[src/rtl/dma_chan.sv]
module dma_chan #(
  parameter int ADDR_W = 32,
  parameter int CNT_W  = 16,
  parameter int DATA_W = 32
) (
  input  logic              clk,
  input  logic              rst_n,
  input  logic              reg_we,
  input  logic [2:0]        reg_sel,
  input  logic [ADDR_W-1:0] reg_wdata,
  output logic [ADDR_W-1:0] reg_rdata,
  output logic              bus_req,
  output logic              bus_we,
  output logic [ADDR_W-1:0] bus_addr,
  output logic [1:0]        bus_size,
  output logic [DATA_W-1:0] bus_wdata,
  input  logic [DATA_W-1:0] bus_rdata,
  input  logic              bus_ack,
  input  logic              bus_err,
  output logic              irq
);
  typedef enum logic [1:0] {IDLE, RD, WR} st_t;
  st_t st;

  logic [ADDR_W-1:0] src_q, dst_q;
  logic [CNT_W-1:0]  cnt_q;
  logic [DATA_W-1:0] hold_q;
  logic [1:0]        sz_q;
  logic              sinc_q, dinc_q, steal_q;
  logic [3:0]        ien_q;
  logic              tc_q, asc_q, te_q, inv_q;

  wire busy    = st != IDLE;
  wire blocked = asc_q | te_q | inv_q;
  wire wr_src  = reg_we && reg_sel == 3'd0 && !busy;
  wire wr_dst  = reg_we && reg_sel == 3'd1 && !busy;
  wire wr_cnt  = reg_we && reg_sel == 3'd2 && !busy;
  wire wr_mode = reg_we && reg_sel == 3'd3 && !busy;
  wire wr_stat = reg_we && reg_sel == 3'd4;
  wire go      = wr_mode && reg_wdata[0] && !blocked;

  wire [1:0]       n_sz    = reg_wdata[2:1];
  wire [CNT_W-1:0] n_bytes = CNT_W'(1) << n_sz;
  wire cfg_bad = (n_sz == 2'd3) || (cnt_q == '0) ||
                 ((cnt_q & (n_bytes - CNT_W'(1))) != '0) ||
                 (!reg_wdata[5] && !reg_wdata[3] && !reg_wdata[4]);

  wire [CNT_W-1:0]  unit_c   = CNT_W'(1) << sz_q;
  wire [ADDR_W-1:0] unit_a   = ADDR_W'(1) << sz_q;
  wire [CNT_W-1:0]  cnt_next = cnt_q - unit_c;
  wire rd_ok     = st == RD && bus_ack && !bus_err;
  wire wr_ok     = st == WR && bus_ack && !bus_err;
  wire bus_fault = busy && bus_ack && bus_err;

  logic unused_ok;
  assign unused_ok = ^{reg_wdata[ADDR_W-1:12], reg_wdata[7:6]};

  always_ff @(posedge clk or negedge rst_n) begin
    if (!rst_n) st <= IDLE;
    else case (st)
      IDLE: if (go && !cfg_bad) st <= RD;
      RD:   if (bus_ack) st <= bus_err ? IDLE : WR;
      WR:   if (bus_ack) begin
              if (bus_err || cnt_next == '0 || steal_q) st <= IDLE;
              else st <= RD;
            end
      default: st <= IDLE;
    endcase
  end

  always_ff @(posedge clk or negedge rst_n) begin
    if (!rst_n) begin
      src_q <= '0; dst_q <= '0; cnt_q <= '0; hold_q <= '0;
      sz_q <= '0; sinc_q <= 1'b0; dinc_q <= 1'b0; steal_q <= 1'b0; ien_q <= '0;
    end else begin
      if (wr_src) src_q <= reg_wdata;
      else if (rd_ok && sinc_q) src_q <= src_q + unit_a;
      if (wr_dst) dst_q <= reg_wdata;
      else if (wr_ok && dinc_q) dst_q <= dst_q + unit_a;
      if (wr_cnt) cnt_q <= reg_wdata[CNT_W-1:0];
      else if (wr_ok) cnt_q <= cnt_next;
      if (rd_ok) hold_q <= bus_rdata;
      if (wr_mode) begin
        sz_q <= reg_wdata[2:1]; sinc_q <= reg_wdata[3]; dinc_q <= reg_wdata[4];
        steal_q <= reg_wdata[5]; ien_q <= reg_wdata[11:8];
      end
    end
  end

  always_ff @(posedge clk or negedge rst_n) begin
    if (!rst_n) begin
      tc_q <= 1'b0; asc_q <= 1'b0; te_q <= 1'b0; inv_q <= 1'b0;
    end else begin
      if (wr_ok) tc_q <= 1'b1;
      if (wr_ok && cnt_next == '0) asc_q <= 1'b1;
      else if (wr_stat && reg_wdata[1]) asc_q <= 1'b0;
      if (bus_fault) te_q <= 1'b1;
      else if (wr_stat && reg_wdata[2]) te_q <= 1'b0;
      if (go && cfg_bad) inv_q <= 1'b1;
      else if (wr_stat && reg_wdata[3]) inv_q <= 1'b0;
    end
  end

  always_comb begin
    case (reg_sel)
      3'd0: reg_rdata = src_q;
      3'd1: reg_rdata = dst_q;
      3'd2: reg_rdata = ADDR_W'(cnt_q);
      3'd3: reg_rdata = ADDR_W'({ien_q, 2'b00, steal_q, dinc_q, sinc_q, sz_q, 1'b0});
      3'd4: reg_rdata = ADDR_W'({busy, inv_q, te_q, asc_q, tc_q});
      default: reg_rdata = '0;
    endcase
  end

  assign bus_req   = busy;
  assign bus_we    = st == WR;
  assign bus_addr  = (st == WR) ? dst_q : src_q;
  assign bus_size  = sz_q;
  assign bus_wdata = hold_q;
  assign irq       = |({inv_q, te_q, asc_q, tc_q} & ien_q);


  addr_hold_chk: assert property (@(posedge clk) disable iff (!rst_n)
    bus_req && !bus_ack |=> bus_req && $stable(bus_addr) && $stable(bus_we));

  tc_sticky_chk: assert property (@(posedge clk) disable iff (!rst_n)
    tc_q |=> tc_q);

  asc_sticky_chk: assert property (@(posedge clk) disable iff (!rst_n)
    asc_q && !(wr_stat && reg_wdata[1]) |=> asc_q);

  block_start_chk: assert property (@(posedge clk) disable iff (!rst_n)
    !busy && blocked |=> !bus_req);

  cnt_stable_chk: assert property (@(posedge clk) disable iff (!rst_n)
    !wr_ok && !wr_cnt |=> $stable(cnt_q));

  fault_stop_chk: assert property (@(posedge clk) disable iff (!rst_n)
    bus_fault |=> !bus_req && te_q);
endmodule

[config.mk]
export PLATFORM = sky130hd
export DESIGN_NAME = dma_chan
export DESIGN_NICKNAME = d
export VERILOG_FILES = /design/src/rtl/dma_chan.sv
export SDC_FILE = /design/constraint.sdc
export NUM_CORES = 1
export LEC_CHECK = 0
export ABC_AREA = 1
export ABC_CLOCK_PERIOD_IN_PS = 4030
export BUFFER_PORTS_ARGS = -buffer_cell sky130_fd_sc_hd__buf_2
export CAP_MARGIN = 40
export CORE_UTILIZATION = 50
export CTS_BUF_LIST = sky130_fd_sc_hd__clkbuf_8
export DETAILED_ROUTE_END_ITERATION = 7
export GPL_ROUTABILITY_DRIVEN = 0
export PLACE_DENSITY = 0.83
export SYNTH_ARGS = -nofsm -noshare
export SYNTH_HDL_FRONTEND = slang
export SYNTH_SLANG_ARGS = --single-unit
[constraint.sdc]
create_clock -name clk -period 4.03 [get_ports clk]
set_input_delay 1.0075 -clock clk [delete_from_list [all_inputs] [get_ports clk]]
set_output_delay 1.0075 -clock clk [all_outputs]
set_load 0.03 [all_outputs]
==> results.cfg, run 1 <==
[cts]
clk_pin_slew_worst_paths_ns = 0.09
root_buffer = clkbuf_8
htreeDepth = 4
clockBufferDepth = 2
cts.sinks = 127
cts_setup_buffers = 0
cts_hold_buf = 0
cts_made_buffers = 17
cts_tree = done
clock_latency_ns = 0.47
ctsResizeCount = 0

[power]
power_frac_comb_pct = 52.7
power_density_nw_per_um2 = 786
clock_power_share_pct = 15.0
total_power_mw = 7.85
vdd_drop_max_mv = 0.399
power.internal_mw = 3.76
p_leak_nw = 4.80
p_sw_mw = 4.09
swShare_pct = 52.1
power_frac_seq_pct = 32.3

[min_path]
holdCritPathClass = reg -> reg
min_to = bus_wdata[6]$_DFFE_PN0P_
whs_path_depth = 1
min_from = bus_wdata[6]$_DFFE_PN0P_

[synth]
syn_nets = 1183
synth-async-reset-ratio_pct = 100
yosysMostFrequentCell = nand2_1
seq_area_frac_synth_pct = 37.6
ys_top_cells_by_area = dfrtp_1 (38%), nand2_1 (13%), inv_1 (6.6%), o221ai_1 (6.0%), xor2_1 (4.5%)
postSynthCellCount = 1095
ys_seq_elements = 127
post-synth-top-area-cell = dfrtp_1
synth_ff_type = dfrtp_1
synth_commonest_cells = nand2_1 (286), inv_1 (148), dfrtp_1 (127)
synth_area_um2 = 8460
synthDistinctLibCells = 49
synthDominantCellAreaShare_pct = 37.6
synth_edf_count = 0
ys_warn_count = 0
avgSynthCellArea_um2 = 7.73

[grt]
grt_start_max_net_pins = 47
grt_use_total_pct = 32.9
grt_antenna_before_repair = 0
grt_pass1_vias = 8401
grt_overflow = 0
grt_pass1_wl_um = 44400

[drt]
drc = 0
ant_nets = 0
drtIter0Drc = 1410
firstDrtPassIters = 6
routed_wl_um = 28400
via_per_inst = 6.00
post_drt_wl_per_cell_um = 18.9
vias = 9013

[layout]
multiInputGateArea_um2 = 4540
nets = 1358
drive_gt1_share_pct = 23.5
regArea_um2 = 3180
syn_to_final_growth_pct = 18.1
fillCellCount = 1460
diodes = 0
fin_area_um2 = 9990

[floorplan]
core_area_um2 = 16500
rows = 47
die_x_um = 132
die_area_um2 = 17400
initial_core_util_pct = 51.2
io_pins = 173
dieHeight_um = 132

[timing]
max_slew_margin_pct = 46.3
hold_violations = 0
finalCritPeriodShare_pct = 84.9
finalMaxSlewViolations = 0
finalSetupViolCount = 0
worst_pin_slew_ns = 0.804
min_period_ns = 3.42
grt_setup_unrepaired = false
fin_worst_skew_ns = 0.0159
max_freq_ghz = 0.292
fin_tns_setup_ns = 0

[critical_path]
worstPathArrival_ns = 2.41
path_class = reg -> out
required_ns = 3.02
rrSetupSlack_ns = 0.83
reg2reg_to = src_q[26]$_DFFE_PN0P_
crit_fanout = 27
startpoint_type = flip-flop
r2r-start = bus_size[0]$_DFFE_PN0P_
r2r_cells = 12
endpoint_kind = output port

[placed_design]
dpl-instance-area_um2 = 9580
portBuffers = 172
hpwl_um = 21400

[flow_run]
max_cap_viol_count = 0

[status]
status = completed
==> critical path, cell delays in order, from the launching register on <==
cell and delay (ns):
dfrtp_1 0.48, nor2_4 0.68, inv_1 0.32, o21ai_0 0.24, buf_2 0.23
==> metrics by stage <==
step	hold WS, ns	setup WS (ns)	instances	util, %
3_5_place_dp	0.487	0.759	1471	58.0
3_3_place_gp	0.481	0.788	1469	57.8
2_1_floorplan	0.463	0.792	1095	-
6_report	0.504	0.609	1503	60.5
5_1_grt	0.521	0.513	1503	60.5
4_1_cts	0.508	0.682	1503	60.5
==> routing by layer <==
metal | part of all wire (%) | wire (µm) | GRT usage (%)
met1 | 38 | 10900 | 43.0
met2 | 45 | 12800 | 51.6
met3 | 12 | 3420 | 7.57
met4 | 4.5 | 1270 | 15.8
met5 | 0 | 0 | 0
==> cells in the final DEF, fill, tap and decap left out, types with 17 or more instances in the layout <==
cell type,n
mux2_2,32
o221ai_1,58
nand4_1,23
clkbuf_8,17
nor3_1,21
o21ai_0,67
o22ai_1,26
inv_1,148
dfrtp_1,127
nand2_1,286
nand3_1,48
nor2_1,60
xor2_1,43
buf_2,171
==> state kept, by name, summed over array words and instances (netlist names) <==
register	flops
steal_q	1
ien_q	4
asc_q	1
bus_wdata	32
sinc_q	1
bus_size	2
inv_q	1
src_q	32
cnt_q	16
te_q	1
st	2
dinc_q	1
dst_q	32
tc_q	1
==> cells by family after synthesis <==
logic type,count (synthesis),synth area share [%]
adders and majority gates,16,2.63
DFF,127,37.6
xor gates and xnor gates,45,4.66
muxes,32,4.26
AOI/OAI and AO/OA,201,15.9
and+or+nand+nor,485,26.2
buffers and inverters,189,8.84
==> power by group through the flow <==
stage,sequential (mW),combinational [mW],clock [mW]
4_1_cts,2.49,4.07,1.19
3_5_place_dp,2.51,4.05,0
3_3_place_gp,2.49,3.95,0
2_1_floorplan,2.67,2.64,0
6_report,2.53,4.14,1.18
5_1_grt,2.60,4.44,1.24
==> layout make-up <==
| class | instances | area share [%] |
|---|---|---|
| Inverter | 159 | 6.01 |
| Clock inverter | 15 | 1.75 |
| Tap cell | 220 | 2.76 |
| Clock buffer | 17 | 2.34 |
| Timing Repair Buffer | 186 | 9.89 |
| Multi-Input combinational cell | 779 | 45.4 |
| Sequential cell | 127 | 31.8 |
==> worst max path at each step <==
stage,from,to,cells after the start
after floorplan,reg_sel[2],reg_rdata[1],4
after global placement,reg_sel[1],reg_rdata[3],9
after detailed placement,reg_sel[0],reg_rdata[8],8
after CTS,st[0]$_DFFE_PN0P_,bus_addr[0],4
after global routing,st[0]$_DFFE_PN0P_,bus_addr[0],4
final,st[0]$_DFFE_PN0P_,bus_addr[0],4
No activity file was read; power rests on OpenSTA's default activity.
==> run 2, diff against run 1 <==
Settings changed: ABC_CLOCK_PERIOD_IN_PS 4030 to 3240.
Clock period 4.03 ns to 3.24 ns, I/O delays scaled along.
==> run 2 against run 1 <==
Against the previous run:
- first-iteration DRC count down 36%
- largest cell class unchanged
- sequential share of layout area rose by 0.072 points
- critical path type unchanged
- largest power group unchanged
- sequential cell count unchanged
- die area unchanged
- worst hold slack lost 0.24 ns
- cell count is 0.13% higher
==> results.cfg, run 2 (synthesis gave the netlist of run 1 again) <==
[status]
status = completed

[drt]
post_drt_wl_per_cell_um = 18.9
firstDrtPassIters = 6
vias = 8943
via_per_inst = 5.94
routed_wl_um = 28500
ant_nets = 0
drtIter0Drc = 906
drc = 0

[timing]
fin_tns_setup_ns = 0
worst_pin_slew_ns = 0.659
grt_setup_unrepaired = false
max_slew_margin_pct = 55.9
finalCritPeriodShare_pct = 95.2
fin_worst_skew_ns = 0.0203
min_period_ns = 3.09
hold-worst-slack_ns = 0.259
finalSetupViolCount = 0
hold_violations = 0
finalMaxSlewViolations = 0
max_freq_ghz = 0.324

[grt]
grt_pass1_vias = 8480
grt_antenna_before_repair = 0
grt_overflow = 0
grt_use_total_pct = 33.2
grt_pass1_wl_um = 44900
grt_start_max_net_pins = 50

[critical_path]
reg2reg_to = src_q[30]$_DFFE_PN0P_
startpoint_type = flip-flop
path_cells = nor2_4 -> inv_1 -> o21ai_0 -> buf_2
cp_slowest_cell = nor2_4
r2r-start = bus_size[1]$_DFFE_PN0P_
path_class = reg -> out
crit_path_max_incr_delay_ns = 0.57
required_ns = 2.43
rrSetupSlack_ns = 0.33
worstPathArrival_ns = 2.28
endpoint_kind = output port
crit_fanout = 26
r2r_cells = 14

[layout]
fin_area_um2 = 9970
syn_to_final_growth_pct = 17.8
drive_gt1_share_pct = 23.6
nets = 1360
diodes = 0
layout_commonest_cell = nand2_1
layout_common_cells = nand2_1 (286), buf_2 (171), inv_1 (148)

[cts]
cts_tree = done
cts.sinks = 127
cts_made_buffers = 17
root_buffer = clkbuf_8
cts_hold_buf = 0
ctsResizeCount = 0
clockBufferDepth = 2
htreeDepth = 4
clock_latency_ns = 0.47
clk_pin_slew_worst_paths_ns = 0.09
cts_setup_buffers = 0

[placed_design]
dpl-instance-area_um2 = 9590
hpwl_um = 21400
portBuffers = 172

[floorplan]
die_area_um2 = 17400
dieHeight_um = 132
rows = 47
die_x_um = 132
core_area_um2 = 16500
io_pins = 173
initial_core_util_pct = 51.2

[min_path]
holdCritPathClass = in -> async

[flow_run]
max_cap_viol_count = 0

[power]
p_leak_nw = 4.79
total_power_mw = 9.69
power_density_nw_per_um2 = 972
vdd_drop_max_mv = 0.490
[run 2: power breakdown]
part | internal [mW] | switching (mW) | total [mW]
Combinational | 1.65 | 3.54 | 5.20
Sequential | 2.32 | 0.808 | 3.13
Clock | 0.568 | 0.797 | 1.36
[run 2: layout make-up]
| cell class | instances | area, µm² |
|---|---|---|
| repair buffers | 188 | 996 |
| multi-input cells | 779 | 4540 |
| well taps | 220 | 275 |
| inverters | 159 | 601 |
| clock buffers | 17 | 234 |
| fillers | 1444 | 6560 |
| clock inverters | 15 | 145 |
| flip-flops and latches | 127 | 3180 |
[run 2: worst max path at each step]
stage / start / to / slack (ns) / cells after the start
2_1_floorplan: reg_sel[2] / reg_rdata[1] / 0.40 / 4
3_3_place_gp: reg_sel[2] / reg_rdata[4] / 0.46 / 8
3_5_place_dp: bus_size[1]$_DFFE_PN0P_ / src_q[24]$_DFFE_PN0P_ / 0.43 / 14
4_1_cts: st[0]$_DFFE_PN0P_ / bus_addr[2] / 0.19 / 4
5_1_grt: st[0]$_DFFE_PN0P_ / bus_addr[2] / 0.03 / 4
6_report: st[0]$_DFFE_PN0P_ / bus_addr[2] / 0.15 / 4
[run 2: layer usage]
layer	up-vias	GRT usage, %	wire [µm]
met5	-	0	0
met2	588	52.3	13200
met4	0	16.0	1090
li1	4045	-	-
met3	101	6.69	2810
met1	4209	43.8	11400
[run 2: critical path, delay by kind of cell, from the launching register on]
family | cells | cell delay, ns
and+or+nand+nor | 1 | 0.57
buffers and inverters | 2 | 0.53
DFF | 1 | 0.48
AOI/OAI and AO/OA | 1 | 0.23
[run 2: metrics by stage]
step,setup slack [ns],std cells,util (%)
after floorplan,0.397,1095,-
after global placement,0.461,1473,58.0
after detailed placement,0.428,1473,58.0
after CTS,0.188,1505,60.3
after global routing,0.0300,1505,60.3
final,0.154,1505,60.3
